[src/rtl/can_tx_pkg.sv]
package can_tx_pkg;
  localparam int ID_W      = 11;
  localparam int DLC_W     = 4;
  localparam int MAX_BYTES = 8;
  localparam int DATA_W    = 8 * MAX_BYTES;
  localparam int NB_W      = $clog2(MAX_BYTES + 1);
  localparam int CRC_W     = 15;
  localparam logic [CRC_W-1:0] CRC_POLY = 15'h4599;
  localparam int CTL_BITS  = 3;  // RTR, IDE, r0
  localparam int EOF_LEN   = 7;
  localparam int IFS_LEN   = 3;
  localparam int HDR_LEN   = 1 + ID_W + CTL_BITS + DLC_W;
  localparam int TAIL_LEN  = CRC_W + 3 + EOF_LEN + IFS_LEN;
  localparam int MAX_LEN   = HDR_LEN + DATA_W + TAIL_LEN;
  localparam int POS_W     = $clog2(MAX_LEN);

  typedef struct packed {
    logic [ID_W-1:0]   id;
    logic [DLC_W-1:0]  dlc;
    logic [DATA_W-1:0] data;
    logic [NB_W-1:0]   nbytes;
  } frame_t;
endpackage

[src/rtl/can_tx_crc15.sv]
module can_tx_crc15
  import can_tx_pkg::*;
(
  input  logic             clk_i,
  input  logic             rst_ni,
  input  logic             clear_i,
  input  logic             shift_i,
  input  logic             bit_i,
  output logic [CRC_W-1:0] crc_o
);
  logic [CRC_W-1:0] crc_q;
  logic             fb;

  assign fb = bit_i ^ crc_q[CRC_W-1];

  always_ff @(posedge clk_i or negedge rst_ni) begin
    if (!rst_ni)      crc_q <= '0;
    else if (clear_i) crc_q <= '0;
    else if (shift_i) crc_q <= {crc_q[CRC_W-2:0], 1'b0} ^ (fb ? CRC_POLY : '0);
  end

  assign crc_o = crc_q;
endmodule

[src/rtl/can_tx_bitsel.sv]
module can_tx_bitsel
  import can_tx_pkg::*;
(
  input  logic [POS_W-1:0] pos_i,
  input  frame_t           frame_i,
  input  logic [CRC_W-1:0] crc_i,
  output logic             bit_o,
  output logic             crc_scope_o,
  output logic             is_ack_o,
  output logic             is_last_o
);
  localparam logic [POS_W-1:0] P_ID   = POS_W'(1);
  localparam logic [POS_W-1:0] P_CTL  = POS_W'(1 + ID_W);
  localparam logic [POS_W-1:0] P_DLC  = POS_W'(1 + ID_W + CTL_BITS);
  localparam logic [POS_W-1:0] P_DATA = POS_W'(HDR_LEN);
  localparam logic [POS_W-1:0] L_CRC  = POS_W'(CRC_W);
  localparam logic [POS_W-1:0] L_ACK  = POS_W'(CRC_W + 1);
  localparam logic [POS_W-1:0] L_LAST = POS_W'(TAIL_LEN - 1);

  logic [POS_W-1:0]  data_end, crc_end;
  logic [ID_W-1:0]   id_sh;
  logic [DLC_W-1:0]  dlc_sh;
  logic [DATA_W-1:0] data_sh;
  logic [CRC_W-1:0]  crc_sh;

  assign data_end = P_DATA + (POS_W'(frame_i.nbytes) << 3);
  assign crc_end  = data_end + L_CRC;
  assign id_sh    = frame_i.id   << (pos_i - P_ID);
  assign dlc_sh   = frame_i.dlc  << (pos_i - P_DLC);
  assign data_sh  = frame_i.data << (pos_i - P_DATA);
  assign crc_sh   = crc_i        << (pos_i - data_end);

  always_comb begin
    bit_o = 1'b1;
    if (pos_i == '0)           bit_o = 1'b0;
    else if (pos_i < P_CTL)    bit_o = id_sh[ID_W-1];
    else if (pos_i < P_DLC)    bit_o = 1'b0;
    else if (pos_i < P_DATA)   bit_o = dlc_sh[DLC_W-1];
    else if (pos_i < data_end) bit_o = data_sh[DATA_W-1];
    else if (pos_i < crc_end)  bit_o = crc_sh[CRC_W-1];
  end

  assign crc_scope_o = pos_i < data_end;
  assign is_ack_o    = pos_i == data_end + L_ACK;
  assign is_last_o   = pos_i == data_end + L_LAST;
endmodule

[src/rtl/can_frame_tx.sv]
module can_frame_tx
  import can_tx_pkg::*;
(
  input  logic              clk_i,
  input  logic              rst_ni,
  input  logic              start_i,
  input  logic [ID_W-1:0]   id_i,
  input  logic [DLC_W-1:0]  dlc_i,
  input  logic [DATA_W-1:0] data_i,
  input  logic              bit_en_i,
  input  logic              rx_bit_i,
  output logic              tx_bit_o,
  output logic              busy_o,
  output logic              tx_ok_o,
  output logic              ack_err_o,
  output logic              done_o
);
  frame_t           frame_q;
  logic [POS_W-1:0] pos_q;
  logic             busy_q, acked_q, ok_q, err_q, done_q;
  logic             sel_bit, crc_scope, is_ack, is_last;
  logic [CRC_W-1:0] crc;
  logic             step;

  assign step = busy_q && bit_en_i;

  can_tx_bitsel u_sel (
    .pos_i      (pos_q),
    .frame_i    (frame_q),
    .crc_i      (crc),
    .bit_o      (sel_bit),
    .crc_scope_o(crc_scope),
    .is_ack_o   (is_ack),
    .is_last_o  (is_last)
  );

  // CRC restarts for every attempt, including retransmissions
  can_tx_crc15 u_crc (
    .clk_i  (clk_i),
    .rst_ni (rst_ni),
    .clear_i(!busy_q || (step && is_last)),
    .shift_i(step && crc_scope),
    .bit_i  (sel_bit),
    .crc_o  (crc)
  );

  always_ff @(posedge clk_i or negedge rst_ni) begin
    if (!rst_ni) begin
      frame_q <= '0;
      pos_q   <= '0;
      busy_q  <= 1'b0;
      acked_q <= 1'b0;
      ok_q    <= 1'b0;
      err_q   <= 1'b0;
      done_q  <= 1'b0;
    end else begin
      ok_q   <= 1'b0;
      err_q  <= 1'b0;
      done_q <= 1'b0;
      if (!busy_q) begin
        if (start_i) begin
          frame_q.id     <= id_i;
          frame_q.dlc    <= dlc_i;
          frame_q.data   <= data_i;
          frame_q.nbytes <= (dlc_i > DLC_W'(MAX_BYTES)) ? NB_W'(MAX_BYTES) : NB_W'(dlc_i);
          pos_q          <= '0;
          busy_q         <= 1'b1;
        end
      end else if (bit_en_i) begin
        if (is_ack) acked_q <= !rx_bit_i;
        if (is_last) begin
          pos_q  <= '0;
          done_q <= 1'b1;
          if (acked_q) begin
            ok_q   <= 1'b1;
            busy_q <= 1'b0;
          end else begin
            err_q  <= 1'b1;
          end
        end else begin
          pos_q <= pos_q + POS_W'(1);
        end
      end
    end
  end

  assign tx_bit_o  = busy_q ? sel_bit : 1'b1;
  assign busy_o    = busy_q;
  assign tx_ok_o   = ok_q;
  assign ack_err_o = err_q;
  assign done_o    = done_q;

  AST_IDLE_RECESSIVE: assert property (@(posedge clk_i) disable iff (!rst_ni)
    !busy_o |-> tx_bit_o);
  AST_OK_ERR_EXCL: assert property (@(posedge clk_i) disable iff (!rst_ni)
    !(tx_ok_o && ack_err_o));
  AST_DONE_WITH_RESULT: assert property (@(posedge clk_i) disable iff (!rst_ni)
    done_o |-> (tx_ok_o || ack_err_o));
  AST_OK_GOES_IDLE: assert property (@(posedge clk_i) disable iff (!rst_ni)
    tx_ok_o |-> !busy_o);
  AST_RETRY_STAYS_BUSY: assert property (@(posedge clk_i) disable iff (!rst_ni)
    ack_err_o |-> busy_o);
  AST_HOLD_NO_STROBE: assert property (@(posedge clk_i) disable iff (!rst_ni)
    (busy_o && !bit_en_i) |=> $stable(tx_bit_o));
endmodule

[config.mk]
export PLATFORM = sky130hd
export DESIGN_NAME = can_frame_tx
export DESIGN_NICKNAME = d
export VERILOG_FILES = /design/src/rtl/can_tx_pkg.sv /design/src/rtl/can_tx_crc15.sv /design/src/rtl/can_tx_bitsel.sv /design/src/rtl/can_frame_tx.sv
export SDC_FILE = /design/constraint.sdc
export NUM_CORES = 1
export LEC_CHECK = 0
export BUFFER_PORTS_ARGS = -buffer_cell sky130_fd_sc_hd__buf_2
export CAP_MARGIN = 20
export CORE_MARGIN = 2
export CORE_UTILIZATION = 62
export CTS_BUF_LIST = sky130_fd_sc_hd__clkbuf_16
export DETAILED_ROUTE_END_ITERATION = 10
export PLACE_DENSITY = 0.86
export REMOVE_ABC_BUFFERS = 1
export SYNTH_ARGS = -nofsm -noshare
export SYNTH_HDL_FRONTEND = slang
export SYNTH_HIERARCHICAL = 1
export SYNTH_SLANG_ARGS = --single-unit
[constraint.sdc]
create_clock -name clk_i -period 6.1 [get_ports clk_i]
set_input_delay 0.305 -clock clk_i [delete_from_list [all_inputs] [get_ports clk_i]]
set_output_delay 0.305 -clock clk_i [all_outputs]
set_load 0.03 [all_outputs]
==> After elaboration in Yosys (flattened, before gate mapping) <==
Cells that the tools add are included.
{ "totals": {"output_inout_bits": 5, "elab_cells": 78, "register_bits": 110, "inputBits": 84} }
{ "op_classes": {"n_bitwise": 3, "muxes": 30, "n_shift": 4, "reduce_logical": 12, "n_eq_ne": 3, "add_sub_neg": 9, "n_lt_le_gt_ge": 6} }
{ "op_table": {"columns": ["op", "n"], "rows": [
  ["$shl 64x7->64", 1],
  ["$mux 15", 3],
  ["$mux 7", 4],
  ["$mux 1", 22],
  ["$shl 15x7->15", 1],
  ["$xor 15x15->15", 1],
  ["$add 7x5->7 const B", 2],
  ["$eq 7x7->1", 2],
  ["$lt 7x4->1 const B", 2],
  ["$lt 7x7->1", 2],
  ["$shl 11x7->11", 1],
  ["$add 5x7->7 const A", 1],
  ["$add 7x1->7 const B", 1],
  ["$add 7x4->7 const B", 1],
  ["$logic_not 7->1", 1],
  ["$lt 7x5->1 const B", 1],
  ["$shl 4x7->4", 1],
  ["$sub 7x1->7 const B", 1],
  ["$sub 7x4->7 const B", 1],
  ["$sub 7x5->7 const B", 1],
  ["$sub 7x7->7", 1],
  ["$gt 4x4->1 const B", 1],
  ["$mux 4", 1],
  ["$reduce_and 2->1", 2],
  ["other kinds (8)", 12]
]} }

==> Longest topological paths before layout <==
{ "depth": {"depth_word": 14, "ltp_mapped": 16, "ltp_nobuf": 12} }

==> Modules after synthesis <==
The synthesis kept the hierarchy.
{ "by_module_without_submodules": {"columns": ["mod", "cells_per_inst", "n_inst", "seq_area_each_um2", "area_per_inst_um2"], "rows": [
  ["can_frame_tx", 408, 1, 2377.3, 3679.8],
  ["can_tx_bitsel", 208, 1, 0.0, 1709.1],
  ["can_tx_crc15", 70, 1, 375.4, 725.7]
]} }

==> Worst setup path before layout <==
OpenSTA, ideal clock, no wires.
{ "synth_path": {"kind": "register to register", "startpoint": "register pos_q[0]", "endpoint": "register u_crc.crc_q[10], in the netlist u_crc/crc_o[10]", "slack_ps": 2618, "required_time_ps": 5984, "setup_time_ps": 116, "n_path_buf": 4, "arrival_ps": 3367, "stages_incl_launch_ff": 15, "synth_period_minus_slack_ps": 3482, "path_cell_list": "dfrtp_1 buf_4 buf_4 inv_1 ha_1 buf_4 buf_4 mux4_2 mux4_2 o2111ai_1 nand4b_1 and4_1 xnor2_1 nand4b_1 o311ai_0"} }
{ "synth_between": {"elab_chain_len": 13, "elab_cells_between_ends": 30, "classes_between": "add/sub (4); order compare (5); eq/ne (1); shift (4); mux (9); bitwise (2); reduce/logical (5)"} }
{ "synth_lines": {"columns": ["item", "line", "source"], "rows": [
  ["from (decl)", "can_frame_tx.sv:19", "logic [POS_W-1:0] pos_q;"],
  ["from (signal assigned)", "can_frame_tx.sv:81", "pos_q <= pos_q + POS_W'(1);"],
  ["branches (longest 7 deep; another with $sub 7x5->7)", null, null],
  ["$mux 1 (*)", "can_tx_bitsel.sv:35", "if (pos_i == '0) bit_o = 1'b0;"],
  ["via sel_bit", "can_frame_tx.sv:21", "logic sel_bit, crc_scope, is_ack, is_last;"],
  ["$xor 1x1->1 (*)", "can_tx_crc15.sv:14", "assign fb = bit_i ^ crc_q[CRC_W-1];"],
  ["$mux 15 (*)", "can_tx_crc15.sv:19", "else if (shift_i) crc_q <= {crc_q[CRC_W-2:0], 1'b0} ^ (fb ? CRC_POLY : '0);"],
  ["$xor 15x15->15 (*)", "can_tx_crc15.sv:19", null],
  ["$mux 15 (*)", "can_tx_crc15.sv:19", null],
  ["$mux 15 (*)", "can_tx_crc15.sv:18", "else if (clear_i) crc_q <= '0;"],
  ["to (signal assigned)", "can_tx_crc15.sv:19", null],
  ["to (decl)", "can_tx_crc15.sv:11", "logic [CRC_W-1:0] crc_q;"]
]} }
Mark *: on every way through the listed nets, which the timed path passes. The select of a mux whose other input is x is not followed.
A chain may end at the register's enable or synchronous reset.

==> Worst setup path in the final report <==
{ "layout_path": {"startpoint": "register pos_q[0]", "endpoint": "output port tx_bit_o"} }
{ "layout_between": {"elab_chain_len": 9, "elab_cells_between_ends": 21, "classes_between": "add/sub (4); order compare (5); shift (4); mux (7); reduce/logical (1)"} }
{ "layout_lines": {"columns": ["item", "line", "source"], "rows": [
  ["branches (longest 7 deep; another with $sub 7x5->7)", null, null],
  ["$mux 1 (*)", "can_tx_bitsel.sv:35", null],
  ["via sel_bit", "can_frame_tx.sv:21", null],
  ["$mux 1 (*)", "can_frame_tx.sv:87", "assign tx_bit_o = busy_q ? sel_bit : 1'b1;"],
  ["to (decl)", "can_frame_tx.sv:12", "output logic tx_bit_o,"]
]} }
Mark *: on every way through the listed nets, which the timed path passes.

==> flow_metrics.env <==
export IMPL_finClkSkew_ns=0.00726
export IMPL_crit_fanout=44
export IMPL_crit_family="adder cells"
export IMPL_nets=845
export IMPL_fp_coreArea_mm2=0.00968
export IMPL_synth_area_per_cell_um2=8.91
export IMPL_insertion_delay_ns=0.35
export IMPL_wl_per_cell_um=16.1
export IMPL_synth_edf_count=0
export IMPL_clk_pin_slew_ns=0.07
export IMPL_timing_final_crit_share=0.775
export IMPL_path_cells="buf_4 > inv_1 > ha_2 > nor2b_1 > a2111oi_1 > a31oi_1 > and3_1 > o41ai_2 > nand4b_1 > and4_1 > nand2b_1 > buf_2"
export IMPL_drtPass1Iterations=4
export IMPL_worst_hold_slack_ns=0.140
export IMPL_root_buffer="clkbuf_16"
export IMPL_gp_congestion=0.976
export IMPL_port_buffers=88
export IMPL_slew_violations=0
export IMPL_h_tree_depth=3
export IMPL_pwr_density_cell_mw_per_mm2=369
export IMPL_worst_pin_slew_ns=1.02
export IMPL_peakVddDrop_mv=0.200
export IMPL_layout_drive_gt1_share=0.180
export IMPL_max_freq_ghz=0.211
export IMPL_cp_num_buf_inv=3
export IMPL_finalHoldViolCount=0
export IMPL_numCtsBuffers=9
export IMPL_hold_class="in -> reg"
export IMPL_max_stage_delay_ns=1.05
export IMPL_ys_seq_area_frac=0.450
export IMPL_rsz0062_at_grt="no"
export IMPL_ys_seq_elements=110
export IMPL_grt_use_total=0.285
export IMPL_vias=5115
export IMPL_grt_pass1_vias=4941
export IMPL_slew_headroom=0.321
export IMPL_hpwl_um=9410
export IMPL_path_class="reg -> out"
export IMPL_yosysWarningCount=6
export IMPL_fillers=719
export IMPL_clockBufferDepth=2
export IMPL_grt_pass1_wl_um=23600
export IMPL_endpoint_kind="output port"
export IMPL_status="completed"
export IMPL_vias_per_cell=5.79
export IMPL_cp_slowest_cell="ha_2"
export IMPL_synthArstFlopShare=1.00
export IMPL_grt_ovfl_total=0
export IMPL_fin_setup_tns_ns=0
export IMPL_initial_core_util=0.631
export IMPL_antenna_found_initial=0
export IMPL_rows=36
export IMPL_synth_ff_type="dfrtp_1"
export IMPL_syn_instance_count=686
export IMPL_fp_dieH_um=103
export IMPL_cts_setup_buffers=0
export IMPL_startpoint_type="flip-flop"
export IMPL_wl_um=14300
export IMPL_clock_sinks=110
export IMPL_dieArea_mm2=0.0107
export IMPL_arrival_ns=4.42
export IMPL_fin_util=0.705
export IMPL_leakage_nw=3.45
export IMPL_drt_iter0_markers=369
export IMPL_timing_final_setup_violations=0
export IMPL_die_width_um=103
export IMPL_grt_start_max_net_pins=84
export IMPL_ios=89
export IMPL_layout_min_cycle_time_ns=4.73
export IMPL_synth_cell_types=60
export IMPL_area_growth_pct=11.7
export IMPL_diodes=0
export IMPL_tritoncts="yes"
export IMPL_drv_cap=0
export IMPL_ant_nets=0
export IMPL_required_ns=5.79
export IMPL_drc_errors=0
export IMPL_synth_cell_area_mm2=0.00611
[worst paths after layout]
path	startpoint	cells after the start	endpoint	slack, ns
hold / removal	data_i[9]	3	frame_q[13]	0.14
setup reg to reg	pos_q[0]	13	u_crc/crc_o[4]	1.41
setup / recovery	pos_q[0]	12	tx_bit_o	1.37
hold reg to reg	acked_q	1	ack_err_o	0.45
min in group asynchronous	rst_ni	2	u_crc/crc_o[3]	0.43
max in group asynchronous	rst_ni	3	frame_q[36]	4.36
[cells in the mapped netlist, types with 2 or more instances]
library cell,n,area (um2)
nand2b_1,3,18.8
nor3_1,4,20.0
mux2_2,3,33.8
xor2_1,6,52.6
a31oi_1,9,56.3
mux2i_1,23,230
buf_2,19,95.1
a211oi_1,5,37.5
or4_1,2,15.0
clkbuf_1,14,52.6
nand3b_1,3,22.5
mux4_2,14,315
a2111oi_0,6,52.6
o311ai_0,5,43.8
o211ai_1,5,37.5
nor3b_1,3,22.5
inv_1,17,63.8
and3b_1,2,17.5
o21ai_0,17,85.1
nand2_1,262,983
nand4_1,3,18.8
buf_4,5,37.5
nand4b_1,8,70.1
ha_1,15,188
buf_6,4,45.0
nor2_1,29,109
buf_1,2,7.51
and3_1,5,31.3
a21o_1,2,15.0
dfrtp_1,110,2750
nand3_1,20,100
a21oi_1,14,70.1
xnor2_1,9,78.8
o21a_1,2,15.0
nor2b_1,11,68.8
[registers in the layout, indices dropped and copies added (netlist names)]
| register | flops |
|---|---|
| frame_q | 83 |
| u_crc/crc_o | 15 |
| pos_q | 7 |
| ack_err_o | 1 |
| acked_q | 1 |
| busy_o | 1 |
| done_o | 1 |
| tx_ok_o | 1 |
[kinds of logic (layout without fill, tap and decap cells)]
group	count (synthesis)	count (layout)	synth area share
flops	110	110	0.450
simple gates	363	363	0.255
fa+ha+maj	16	16	0.0325
mux	40	40	0.0947
buf+inv	61	126	0.0493
xor+xnor	17	17	0.0268
compound gates	79	79	0.0911
[layout by cell type, fill, tap and decap left out, drive strengths merged, types with 15 or more instances in the layout]
| cell | netlist | layout |
|---|---|---|
| mux2i | 23 | 23 |
| a21oi | 15 | 15 |
| nand3 | 20 | 20 |
| ha | 15 | 15 |
| o21ai | 17 | 17 |
| buf | 30 | 92 |
| dfrtp | 110 | 110 |
| nor2 | 29 | 29 |
| inv | 17 | 19 |
| nand2 | 262 | 262 |
[metal layers]
metal	part of all wire	global-route usage
met3	0.056	0.0356
met2	0.50	0.475
met5	0	0
met4	0.019	0.105
met1	0.42	0.387
[where the power goes]
part	switching [mW]	internal [mW]	leakage, nW
Sequential	0.150	0.854	1.39
Clock	0.274	0.320	0.142
Combinational	0.515	0.409	1.92
[stage by stage]
step / setup WS (ns) / total power [mW] / std cells / cell area, um2
floorplan: 1.32 / 1.65 / 642 / 5880
global placement: 1.80 / 1.85 / 867 / 6520
detailed placement: 1.56 / 1.91 / 867 / 6520
CTS: 1.42 / 2.51 / 884 / 6830
global route: 1.01 / 2.66 / 884 / 6830
finish: 1.37 / 2.52 / 884 / 6830
[timing repair]
action / 4_1_cts / 5_1_grt
resized for setup: 0 / 0
hold buffers: 1 / 0
endpoints found under the hold margin: 32 / 0
[worst register-to-register path, stage by stage (launching register included)]
cell	delay, ns
dfrtp_1	0.33
buf_4	0.46
inv_1	0.28
ha_2	1.05
nor2b_1	0.13
a2111oi_1	0.39
a31oi_1	0.08
and3_1	0.21
o41ai_2	0.35
nand4b_1	0.14
and4_1	0.29
xnor2_1	0.50
nand4b_1	0.18
o311ai_0	0.16
[area by class of cell]
class	count	area, um2	area share
Clock inverter	7	71.3	0.0104
Timing Repair Buffer	93	483	0.0707
Sequential cell	110	2750	0.403
Inverter	17	63.8	0.00934
Tap cell	133	166	0.0244
Multi-Input combinational cell	515	3070	0.449
Clock buffer	9	225	0.0330
No activity file was read; power rests on OpenSTA's default activity.
